$ cat src/rtl/bank_ctx_pkg.sv
// Shared types for the interrupt bank context stack.
// Assumes: nothing beyond IEEE 1800-2017.
package bank_ctx_pkg;

    typedef enum logic [1:0] {
        ST_IDLE   = 2'd0,
        ST_DRIVE  = 2'd1,
        ST_ACCESS = 2'd2,
        ST_UPDATE = 2'd3
    } seq_state_e;

    typedef enum logic {
        OP_PUSH = 1'b0,
        OP_POP  = 1'b1
    } seq_op_e;

endpackage

$ cat src/rtl/bank_ctx_seq.sv
// Sequencer: accepts entry/return strobes in idle and steps through
// DRIVE, ACCESS and UPDATE. It gives one-cycle control pulses to the
// pointer and register units and the memory strobes.
// Assumes: strobes are single-cycle; entry wins over return.
module bank_ctx_seq
    import bank_ctx_pkg::*;
(
    input  logic clk,
    input  logic rst_n,
    input  logic enter_i,
    input  logic return_i,
    output logic busy_o,
    output logic idle_o,
    output logic wr_o,
    output logic rd_o,
    output logic sp_inc_o,
    output logic sp_dec_o,
    output logic load_ib_o,
    output logic load_mem_o
);

    seq_state_e state_q, state_d;
    seq_op_e    op_q, op_d;

    // Next-state and operation selection.
    always_comb begin
        state_d = state_q;
        op_d    = op_q;
        unique case (state_q)
            ST_IDLE: begin
                if (enter_i) begin
                    state_d = ST_DRIVE;
                    op_d    = OP_PUSH;
                end else if (return_i) begin
                    state_d = ST_DRIVE;
                    op_d    = OP_POP;
                end
            end
            ST_DRIVE:  state_d = ST_ACCESS;
            ST_ACCESS: state_d = ST_UPDATE;
            ST_UPDATE: state_d = ST_IDLE;
            default:   state_d = ST_IDLE;
        endcase
    end

    // State and operation registers.
    always_ff @(posedge clk) begin
        if (!rst_n) begin
            state_q <= ST_IDLE;
            op_q    <= OP_PUSH;
        end else begin
            state_q <= state_d;
            op_q    <= op_d;
        end
    end

    // Decoded control pulses.
    always_comb begin
        idle_o     = (state_q == ST_IDLE);
        busy_o     = !idle_o;
        wr_o       = (state_q == ST_ACCESS) && (op_q == OP_PUSH);
        rd_o       = (state_q == ST_ACCESS) && (op_q == OP_POP);
        sp_dec_o   = (state_q == ST_DRIVE)  && (op_q == OP_POP);
        sp_inc_o   = (state_q == ST_UPDATE) && (op_q == OP_PUSH);
        load_ib_o  = (state_q == ST_UPDATE) && (op_q == OP_PUSH);
        load_mem_o = (state_q == ST_UPDATE) && (op_q == OP_POP);
    end


    no_rdwr_overlap_chk: assert property (@(posedge clk) disable iff (!rst_n)
        !(wr_o && rd_o));


    seq_end_chk: assert property (@(posedge clk) disable iff (!rst_n)
        (state_q == ST_UPDATE) |=> (state_q == ST_IDLE));


    seq_accept_chk: assert property (@(posedge clk) disable iff (!rst_n)
        (state_q == ST_IDLE && (enter_i || return_i)) |=> (state_q == ST_DRIVE));


    busy_ignore_chk: assert property (@(posedge clk) disable iff (!rst_n)
        (state_q == ST_DRIVE) |=> (state_q == ST_ACCESS));

endmodule

$ cat src/rtl/bank_ctx_sp.sv
// Stack pointer: post-increment on push and pre-decrement on pop,
// wrapping modulo 2**SP_W, with sticky overflow and underflow flags.
// Assumes: inc and dec pulses never coincide.
module bank_ctx_sp #(
    parameter int SP_W = 8
) (
    input  logic            clk,
    input  logic            rst_n,
    input  logic            inc_i,
    input  logic            dec_i,
    output logic [SP_W-1:0] sp_o,
    output logic            ovf_o,
    output logic            unf_o
);

    localparam logic [SP_W-1:0] SP_TOP = {SP_W{1'b1}};
    localparam logic [SP_W-1:0] SP_BOT = '0;
    localparam logic [SP_W-1:0] SP_ONE = {{(SP_W-1){1'b0}}, 1'b1};

    logic [SP_W-1:0] sp_q;
    logic            ovf_q, unf_q;

    // Pointer update with wrap.
    always_ff @(posedge clk) begin
        if (!rst_n) begin
            sp_q <= SP_BOT;
        end else if (inc_i) begin
            sp_q <= sp_q + SP_ONE;
        end else if (dec_i) begin
            sp_q <= sp_q - SP_ONE;
        end
    end

    // Sticky error flags, cleared only by reset.
    always_ff @(posedge clk) begin
        if (!rst_n) begin
            ovf_q <= 1'b0;
            unf_q <= 1'b0;
        end else begin
            if (inc_i && sp_q == SP_TOP) ovf_q <= 1'b1;
            if (dec_i && sp_q == SP_BOT) unf_q <= 1'b1;
        end
    end

    assign sp_o  = sp_q;
    assign ovf_o = ovf_q;
    assign unf_o = unf_q;


    sp_step_chk: assert property (@(posedge clk) disable iff (!rst_n)
        !$stable(sp_q) |-> (sp_q == $past(sp_q) + SP_ONE || sp_q == $past(sp_q) - SP_ONE));


    ovf_sticky_chk: assert property (@(posedge clk) disable iff (!rst_n)
        ovf_q |=> ovf_q);


    unf_sticky_chk: assert property (@(posedge clk) disable iff (!rst_n)
        unf_q |=> unf_q);

endmodule

$ cat src/rtl/bank_ctx_regs.sv
// Bank register {next, current} and interrupt-bank field. It loads from
// the interrupt-bank field on push, from stack read data on pop, or
// from software while idle.
// Assumes: load pulses come only from the sequencer and never coincide.
module bank_ctx_regs #(
    parameter int FIELD_W = 4
) (
    input  logic                 clk,
    input  logic                 rst_n,
    input  logic                 sw_ok_i,
    input  logic                 sw_bank_we_i,
    input  logic [2*FIELD_W-1:0] sw_bank_wdata_i,
    input  logic                 sw_ibank_we_i,
    input  logic [FIELD_W-1:0]   sw_ibank_wdata_i,
    input  logic                 load_ib_i,
    input  logic                 load_mem_i,
    input  logic [2*FIELD_W-1:0] mem_rdata_i,
    output logic [2*FIELD_W-1:0] bank_o,
    output logic [FIELD_W-1:0]   ibank_o
);

    localparam int BANK_W = 2 * FIELD_W;

    logic [BANK_W-1:0]  bank_q;
    logic [FIELD_W-1:0] ib_q;
    logic               sw_bank_hit;

    assign sw_bank_hit = sw_ok_i && sw_bank_we_i;

    // Bank register: sequencer loads have priority over software.
    always_ff @(posedge clk) begin
        if (!rst_n) begin
            bank_q <= '0;
        end else if (load_ib_i) begin
            bank_q <= {ib_q, ib_q};
        end else if (load_mem_i) begin
            bank_q <= mem_rdata_i;
        end else if (sw_bank_hit) begin
            bank_q <= sw_bank_wdata_i;
        end
    end

    // Interrupt-bank field, written by software only while idle.
    always_ff @(posedge clk) begin
        if (!rst_n) begin
            ib_q <= '0;
        end else if (sw_ok_i && sw_ibank_we_i) begin
            ib_q <= sw_ibank_wdata_i;
        end
    end

    assign bank_o  = bank_q;
    assign ibank_o = ib_q;


    bank_hold_chk: assert property (@(posedge clk) disable iff (!rst_n)
        (!load_ib_i && !load_mem_i && !sw_bank_hit) |=> $stable(bank_q));


    ib_hold_chk: assert property (@(posedge clk) disable iff (!rst_n)
        !sw_ok_i |=> $stable(ib_q));

endmodule

$ cat src/rtl/bank_ctx_stack.sv
// Top: saves the bank register to an external byte stack on interrupt
// entry and switches to the interrupt bank; restores it on return.
// Assumes: the stack memory writes on the strobe edge and returns read
// data registered on the cycle after stk_rd_o.
module bank_ctx_stack #(
    parameter int FIELD_W = 4,
    parameter int SP_W    = 8
) (
    input  logic                 clk,
    input  logic                 rst_n,
    input  logic                 irq_enter_i,
    input  logic                 irq_return_i,
    input  logic                 sw_bank_we_i,
    input  logic [2*FIELD_W-1:0] sw_bank_wdata_i,
    input  logic                 sw_ibank_we_i,
    input  logic [FIELD_W-1:0]   sw_ibank_wdata_i,
    output logic [2*FIELD_W-1:0] bank_o,
    output logic [FIELD_W-1:0]   ibank_o,
    output logic [SP_W-1:0]      sp_o,
    output logic                 busy_o,
    output logic                 ovf_o,
    output logic                 unf_o,
    output logic [SP_W-1:0]      stk_addr_o,
    output logic [2*FIELD_W-1:0] stk_wdata_o,
    output logic                 stk_wr_o,
    output logic                 stk_rd_o,
    input  logic [2*FIELD_W-1:0] stk_rdata_i
);

    logic idle, sp_inc, sp_dec, load_ib, load_mem;

    bank_ctx_seq u_seq (
        .clk        (clk),
        .rst_n      (rst_n),
        .enter_i    (irq_enter_i),
        .return_i   (irq_return_i),
        .busy_o     (busy_o),
        .idle_o     (idle),
        .wr_o       (stk_wr_o),
        .rd_o       (stk_rd_o),
        .sp_inc_o   (sp_inc),
        .sp_dec_o   (sp_dec),
        .load_ib_o  (load_ib),
        .load_mem_o (load_mem)
    );

    bank_ctx_sp #(.SP_W(SP_W)) u_sp (
        .clk   (clk),
        .rst_n (rst_n),
        .inc_i (sp_inc),
        .dec_i (sp_dec),
        .sp_o  (sp_o),
        .ovf_o (ovf_o),
        .unf_o (unf_o)
    );

    bank_ctx_regs #(.FIELD_W(FIELD_W)) u_regs (
        .clk              (clk),
        .rst_n            (rst_n),
        .sw_ok_i          (idle),
        .sw_bank_we_i     (sw_bank_we_i),
        .sw_bank_wdata_i  (sw_bank_wdata_i),
        .sw_ibank_we_i    (sw_ibank_we_i),
        .sw_ibank_wdata_i (sw_ibank_wdata_i),
        .load_ib_i        (load_ib),
        .load_mem_i       (load_mem),
        .mem_rdata_i      (stk_rdata_i),
        .bank_o           (bank_o),
        .ibank_o          (ibank_o)
    );

    // Stack buses follow the pointer and bank register directly.
    assign stk_addr_o  = sp_o;
    assign stk_wdata_o = bank_o;


    strobe_busy_chk: assert property (@(posedge clk) disable iff (!rst_n)
        (stk_wr_o || stk_rd_o) |-> busy_o);


    push_data_stable_chk: assert property (@(posedge clk) disable iff (!rst_n)
        stk_wr_o |-> $stable(stk_wdata_o));

endmodule

$ cat config.mk
export PLATFORM = sky130hd
export DESIGN_NAME = bank_ctx_stack
export DESIGN_NICKNAME = d
export VERILOG_FILES = /design/src/rtl/bank_ctx_pkg.sv /design/src/rtl/bank_ctx_seq.sv /design/src/rtl/bank_ctx_sp.sv /design/src/rtl/bank_ctx_regs.sv /design/src/rtl/bank_ctx_stack.sv
export SDC_FILE = /design/constraint.sdc
export NUM_CORES = 1
export LEC_CHECK = 0
export ABC_AREA = 1
export BUFFER_PORTS_ARGS = -buffer_cell sky130_fd_sc_hd__buf_2
export CAP_MARGIN = 30
export CORE_AREA = 2 2 67 69
export CTS_CLUSTER_SIZE = 10
export DETAILED_ROUTE_END_ITERATION = 8
export DIE_AREA = 0 0 69 71
export HOLD_SLACK_MARGIN = 0.15
export PLACE_DENSITY = 0.67
export RECOVER_POWER = 25
export SKIP_LAST_GASP = 1
export SYNTH_ARGS = -nofsm -noshare
export SYNTH_HDL_FRONTEND = slang
export SYNTH_SLANG_ARGS = --single-unit
$ cat constraint.sdc
create_clock -name clk -period 4.8 [get_ports clk]
set_input_delay 1.2 -clock clk [delete_from_list [all_inputs] [get_ports clk]]
set_output_delay 1.2 -clock clk [all_outputs]
set_load 0.02 [all_outputs]
Word level (Yosys, flattened, before mapping)
Cells that the tools add are included.
- output and inout bits: 41
- word-level logic and storage cells: 41
- bits of input ports: 26
- register bits: 25
- mux-type cells: 10
- bitwise logic cells: 1
- equality and inequality tests: 5
- $add $sub $neg: 2
- reduce and logical (&&, ||, !) cells: 16
- operator list (operator ; count):
    8-bit 2-to-1 mux ; 5
    1-bit logical AND ; 9
    8-bit by 1-bit adder with 8-bit output (second input constant) ; 1
    8-bit == test (second input constant) ; 1
    8-bit logical NOT ; 1
    2-bit case mux with 4 select lines ; 1
    8-bit by 1-bit subtractor with 8-bit output (second input constant) ; 1
    2-bit == test (second input constant) ; 2
    2-bit 2-to-1 mux ; 2
    2-bit nonzero test ; 2
    3-bit != test (second input constant) ; 1
    3-bit nonzero test ; 1
    2-bit by 1-bit == test with 1-bit output (second input constant) ; 1
    2-bit logical NOT ; 1
    1-bit 2-to-1 mux ; 2
    2-bit AND reduction ; 1
    1-bit logical NOT ; 1
    1-bit NOT ; 1

Depth between registers and ports, before layout
Gate-level depths: netlist (run 1).
- depth after elaboration: 5
- mapped depth: 14
- gate-level depth less buffers: 13

By module
From an unflattened synthesis (run 1), not the netlist that was laid out.
- cells, all modules: 274
- area, all modules: 1780.5 um^2
- modules (own cells, without submodules) (module ; times used ; sequential area each (um^2) ; area each (um^2) ; cells each):
    bank_ctx_regs ; 1 ; 240.2 ; 715.7 ; 118
    bank_ctx_sp ; 1 ; 200.2 ; 699.4 ; 104
    bank_ctx_seq ; 1 ; 60.1 ; 245.2 ; 36
    bank_ctx_stack ; 1 ; 0.0 ; 120.1 ; 16

Least setup slack after synthesis (run 1)
OpenSTA, ideal clock, no wires.
- path kind: flip-flop to output port
- start point: register u_seq.state_q[0]
- end point: output stk_wr_o
- data arrival time: 887 ps
- slack: 2713 ps
- required time: 3600 ps
- buffers on the path: 0
- stages on the path, launching flop included: 5
- path through: dfxtp_1 -> inv_1 -> ha_1 -> inv_1 -> nor2_1
- longest elaborated chain between the ends: 2
- ends and longest elaborated chain (element ; line ; source):
    start, declared ; bank_ctx_seq.sv:22 ; seq_state_e state_q, state_d;
    start signal, assigned ; bank_ctx_seq.sv:52 ; state_q <= state_d;
    2-bit == test ; bank_ctx_seq.sv:61 ; wr_o = (state_q == ST_ACCESS) && (op_q == OP_PUSH);
    1-bit logical AND ; bank_ctx_seq.sv:61 ;
    end, declared ; bank_ctx_stack.sv:25 ; output logic stk_wr_o,
Every way passes these cells.

Final worst setup path (run 1)
- start point: register u_seq.op_q
- end point: output stk_rd_o
- longest elaborated chain between the ends: 1
- ends and longest elaborated chain (element ; line ; source):
    start, declared ; bank_ctx_seq.sv:23 ; seq_op_e op_q, op_d;
    start signal, assigned ; bank_ctx_seq.sv:53 ; op_q <= op_d;
    1-bit logical AND ; bank_ctx_seq.sv:62 ; rd_o = (state_q == ST_ACCESS) && (op_q == OP_POP);
    end, declared ; bank_ctx_stack.sv:26 ; output logic stk_rd_o,
Every way passes these cells.

==> results of run 1 <==
[logic make-up after synthesis]
family / share of synthesized area
and+or+nand+nor: 0.245
AOI/OAI and AO/OA: 0.144
buffers and inverters: 0.187
DFF: 0.309
adders and majority gates: 0.105
xor gates and xnor gates: 0.0108
[per-stage QoR]
| step | cell area [um2] | power, mW |
|---|---|---|
| global route | 1910 | 1.27 |
| detailed placement | 1870 | 1.03 |
| CTS | 1910 | 1.16 |
| global placement | 1870 | 1.02 |
| floorplan | 1620 | 0.900 |
| finish | 1910 | 1.15 |
[area by class of cell]
class                           count  area [um2]  share of cell area
Multi-Input combinational cell    143         818               0.428
Sequential cell                    25         500               0.262
Timing Repair Buffer               66         329               0.172
Inverter                           39         154              0.0804
Tap cell                           52        65.1              0.0340
Clock buffer                        3        41.3              0.0216
Clock inverter                      1        5.00             0.00262
[cells in the mapped netlist]
cell type	count
o21a_1	1
ha_1	12
a31oi_1	8
clkbuf_1	2
nor4_1	1
buf_4	16
xor2_1	1
a211oi_1	1
nor3_1	1
inv_1	35
a21oi_1	11
inv_2	1
o211ai_1	1
nand4_1	4
nand3_1	17
buf_6	1
o21ai_0	16
nor4_2	1
dfxtp_1	25
nand2_2	1
nor2_8	2
fa_1	1
nand2_1	46
inv_4	3
nor2_1	12
o21ai_1	5
buf_2	2
xnor2_1	1
[path summary, 6_finish.rpt]
| kind | from | end | slack [ns] | depth (start not counted) |
|---|---|---|---|---|
| hold reg to reg | u_sp.ovf_o | u_sp.ovf_o | 0.47 | 1 |
| setup / recovery | u_seq.op_q | stk_rd_o | 2.32 | 3 |
| hold / removal | u_sp.ovf_o | u_sp.ovf_o | 0.47 | 1 |
| setup reg to reg | u_seq.state_q[1] | u_sp.sp_o[7] | 2.50 | 12 |
[registers in the layout, summed over array words and instances (netlist names)]
name,count
u_seq.state_q,2
u_sp.unf_o,1
u_seq.op_q,1
u_regs.ibank_o,4
u_sp.sp_o,8
u_regs.bank_o,8
u_sp.ovf_o,1
[where the power goes]
part | total (mW) | switching (mW) | internal [mW] | leakage (nW)
combinational | 0.678 | 0.441 | 0.237 | 0.859
sequential | 0.348 | 0.0760 | 0.272 | 0.205
clock | 0.126 | 0.0676 | 0.0581 | 0.0255
total | 1.15 | 0.585 | 0.567 | 1.09
[layer usage]
layer | wire length (um) | up-vias
li1 | - | 822
met1 | 1780 | 687
met5 | 0 | -
met3 | 204 | 6
met2 | 1660 | 47
met4 | 61 | 0
==> flow_summary.toml, run 1 <==
[run_status]
outcome = "completed"

[setup_path]
slowest_delay_ns = 0.69
path_class = "flip-flop to primary output"
crit_fanout = 13
cpLargestDelayFamily = "flip-flops"
start_kind = "flip-flop"
crit_arrival_ns = 1.28
worstPathRequired_ns = 3.60
cp-end-kind = "primary output"
path_cells = "nand2_1, inv_1, buf_2"
worst-path-buf-inv = 2
crit_slowest_cell = "dfxtp_1"

[final_layout]
layout_commonest_cell = "buf_2"
fin_util = 0.455
fin_nets = 317
n_fill_cell = 451
n_antenna_cell = 0
synthToLayoutAreaGrowth_pct = 18.0
final_cell_mix = "buf_2, nand2_1, inv_1"
instances_no_fill = 329
layout-drive-gt1-share = 0.278

[sta]
worstMarginPinSlew_ns = 0.952
finalSetupViolCount = 0
rsz0062_at_grt = "false"
fin_hold_ws_ns = 0.474
finalCriticalPeriod_ns = 2.48
drv_slew = 0
max_slew_margin = 0.365
setup_ws_ns = 2.32
fmax_ghz = 0.404
clock_skew_ns = 0.00650
fin_setup_tns_ns = 0
hold_violations = 0
finalCritPeriodShare = 0.516

[clocking]
insertion_delay_ns = 0.27
clk_path_buf_depth = 2
numCtsBuffers = 3
root_buffer = "clkbuf_8"
numClockSinks = 25
tritoncts = "built"
path_clk_slew_ns = 0.09
hold_buffers = 0
ctsResizeCount = 0
h-tree-depth = 1
post_cts_buffers = 0

[routing]
viasPerCell = 4.75
ant_nets = 0
vias = 1562
dr.pass1.iters = 4
drcViolationCount = 0
drt_iter0_drc = 86
wire_per_inst_um = 11.3
wl_mm = 3.70

[global_routing]
grt_usage = 0.158
use_met1 = 0.213
grt_max_degree = 25
grt_antenna_before_repair = 0
met3_usage = 0.0271
grt_pass1_vias = 1432
busiest_layer = "met2"
met2_usage = 0.254
grt_pass1_wl_mm = 6.46
overflow = 0

[hold_path]
hp-class = "flip-flop to flip-flop"

[power_and_ir_drop]
powerDensity_nw_per_um2 = 602
leakage_nw = 1.09
ir_worst_vdd_v = 0.000190

[yosys]
syn-num-nets = 267
ys_warn_count = 0
yosysTopAreaCell = "dfxtp_1"
synthTopCellsByArea = "dfxtp_1, nand2_1, ha_1, inv_1, buf_4"
synth.top_cell.area_share = 0.309
syn_area_per_cell_um2 = 7.11
syn_inst = 228
ys_types = 28
ys_ff_latch = 25
netlist_area_um2 = 1620
ys_seq_area_frac = 0.309

[placement]
place_congestion = 0.823
place_inst = 325
io_buffers = 66
pre_cts_slack_ns = 2.54
dp_hpwl_mm = 2.88

[die]
ios = 67
core_area_um2 = 4200
rows = 24
die_y_um = 71
die_area_um2 = 4900
start_util = 0.386
die_w_um = 69

[run]
drv_cap = 0
(Power assumes the default switching activity.)
==> run 2: changes to the inputs <==
==> constraint.sdc (replaced) <==
create_clock -name clk -period 2.4 [get_ports clk]
set_input_delay 0.6 -clock clk [delete_from_list [all_inputs] [get_ports clk]]
set_output_delay 0.6 -clock clk [all_outputs]
set_load 0.02 [all_outputs]
==> flow_summary.toml, run 2 (same netlist as run 1, synthesis figures left out) <==
[sta]
finalCriticalPeriod_ns = 2.03
clock_skew_ns = 0.00283
finalCritPeriodShare = 0.846
fin_setup_tns_ns = 0
drv_slew = 0
fmax_ghz = 0.492
worstMarginPinSlew_ns = 0.643
rsz0062_at_grt = "false"
max_slew_margin = 0.570
finalSetupViolCount = 0
hold_violations = 0

[clocking]
clk_path_buf_depth = 2
insertion_delay_ns = 0.28
ctsResizeCount = 0
numCtsBuffers = 3
root_buffer = "clkbuf_8"
tritoncts = "built"
h-tree-depth = 1
hold_buffers = 0
post_cts_buffers = 0
numClockSinks = 25
path_clk_slew_ns = 0.10

[die]
rows = 24
ios = 67
die_area_um2 = 4900
core_area_um2 = 4200
start_util = 0.386
die_w_um = 69
die_y_um = 71

[placement]
place_congestion = 0.829
dp_hpwl_mm = 2.91
io_buffers = 66

[final_layout]
final_cell_mix = "buf_2, nand2_1, inv_1"
synthToLayoutAreaGrowth_pct = 17.3
layout_commonest_cell = "buf_2"
fin_util = 0.452
n_fill_cell = 454
n_antenna_cell = 0
layout-drive-gt1-share = 0.247
fin_nets = 319

[routing]
drt_iter0_drc = 57
drcViolationCount = 0
wire_per_inst_um = 11.5
dr.pass1.iters = 5
viasPerCell = 4.69
ant_nets = 0
vias = 1554
wl_mm = 3.80

[setup_path]
ff2ff_path_depth = 13
worstReg2RegEnd = "u_sp.sp_o[7]"
crit_arrival_ns = 2.21
start_kind = "flip-flop"
path_class = "flip-flop to flip-flop"
crit_fanout = 11
reg2reg_slack_ns = 0.37
cp-end-kind = "flip-flop"
worstPathRequired_ns = 2.58
rr_startpoint = "u_seq.state_q[0]"

[run]
drv_cap = 0

[hold_path]
hold_depth = 1
min_from = "u_sp.ovf_o"
whs_endpoint = "u_sp.ovf_o"
hp-class = "flip-flop to flip-flop"

[run_status]
outcome = "completed"

[global_routing]
overflow = 0
grt_usage = 0.155
grt_max_degree = 25
grt_antenna_before_repair = 0
grt_pass1_vias = 1350
grt_pass1_wl_mm = 6.15

[power_and_ir_drop]
leakage_nw = 1.06
ir_worst_vdd_v = 0.000353
powerDensity_nw_per_um2 = 1210
## run 2: cell count changes in the layout (fill, tap and decap cells not counted), sizes merged
cell | before | now
clkinvlp | 0 | 1
clkinv | 1 | 0
clkbuf | 4 | 12
buf | 65 | 59
## run 2: routing by layer
layer / vias to the layer above / wire [um] / GRT usage
met5: - / 0 / 0
met3: 4 / 181 / 0.0242
met2: 44 / 1670 / 0.250
li1: 830 / - / -
met4: 0 / 55 / 0.0588
met1: 676 / 1890 / 0.208
## run 2: worst max-delay path: stages (launching register included)
cell and delay, ns:
dfxtp_1 0.38, ha_1 0.22, inv_4 0.09, nor2_8 0.13
inv_4 0.09, ha_1 0.35, nand2_1 0.10, nand2_1 0.06
a21oi_1 0.17, nand2_1 0.07, nand2_1 0.08, nand3_1 0.08
nand2_1 0.06, nor2_1 0.04
## run 2: worst max-delay path by stage
| stage | from | to | slack, ns | depth (start not counted) |
|---|---|---|---|---|
| detailed placement | u_seq.state_q[0] | u_sp.sp_o[7] | 0.35 | 11 |
| floorplan | u_seq.state_q[0] | u_sp.sp_o[7] | 0.46 | 12 |
| global placement | u_seq.state_q[0] | u_sp.sp_o[7] | 0.42 | 11 |
| finish | u_seq.state_q[0] | u_sp.sp_o[7] | 0.37 | 13 |
| global route | u_seq.state_q[1] | u_sp.sp_o[7] | 0.19 | 13 |
| CTS | u_seq.state_q[0] | u_sp.sp_o[7] | 0.33 | 11 |
## run 2: cell type report
| type | instances | area, um2 | share of cell area |
|---|---|---|---|
| multi-input cells | 143 | 800 | 0.420 |
| inverters | 39 | 154 | 0.0809 |
| repair buffers | 68 | 334 | 0.176 |
| well taps | 52 | 65.1 | 0.0342 |
| flip-flops and latches | 25 | 500 | 0.263 |
| clock buffers | 3 | 41.3 | 0.0217 |
| clock inverters | 1 | 7.51 | 0.00395 |
## run 2: metrics by stage
stage	instances	power (mW)	area [um2]	hold WS [ns]	worst slack, ns
floorplan	228	1.80	1620	0.490	0.462
global placement	327	2.06	1880	0.456	0.419
detailed placement	327	2.07	1880	0.448	0.355
CTS	331	2.35	1930	0.478	0.327
global route	331	2.51	1900	0.494	0.193
finish	331	2.30	1900	0.474	0.369
## run 2: power by group
group / internal (mW) / leakage (nW) / switching, mW
Clock: 0.118 / 0.0217 / 0.149
Sequential: 0.544 / 0.205 / 0.138
Combinational: 0.465 / 0.829 / 0.886
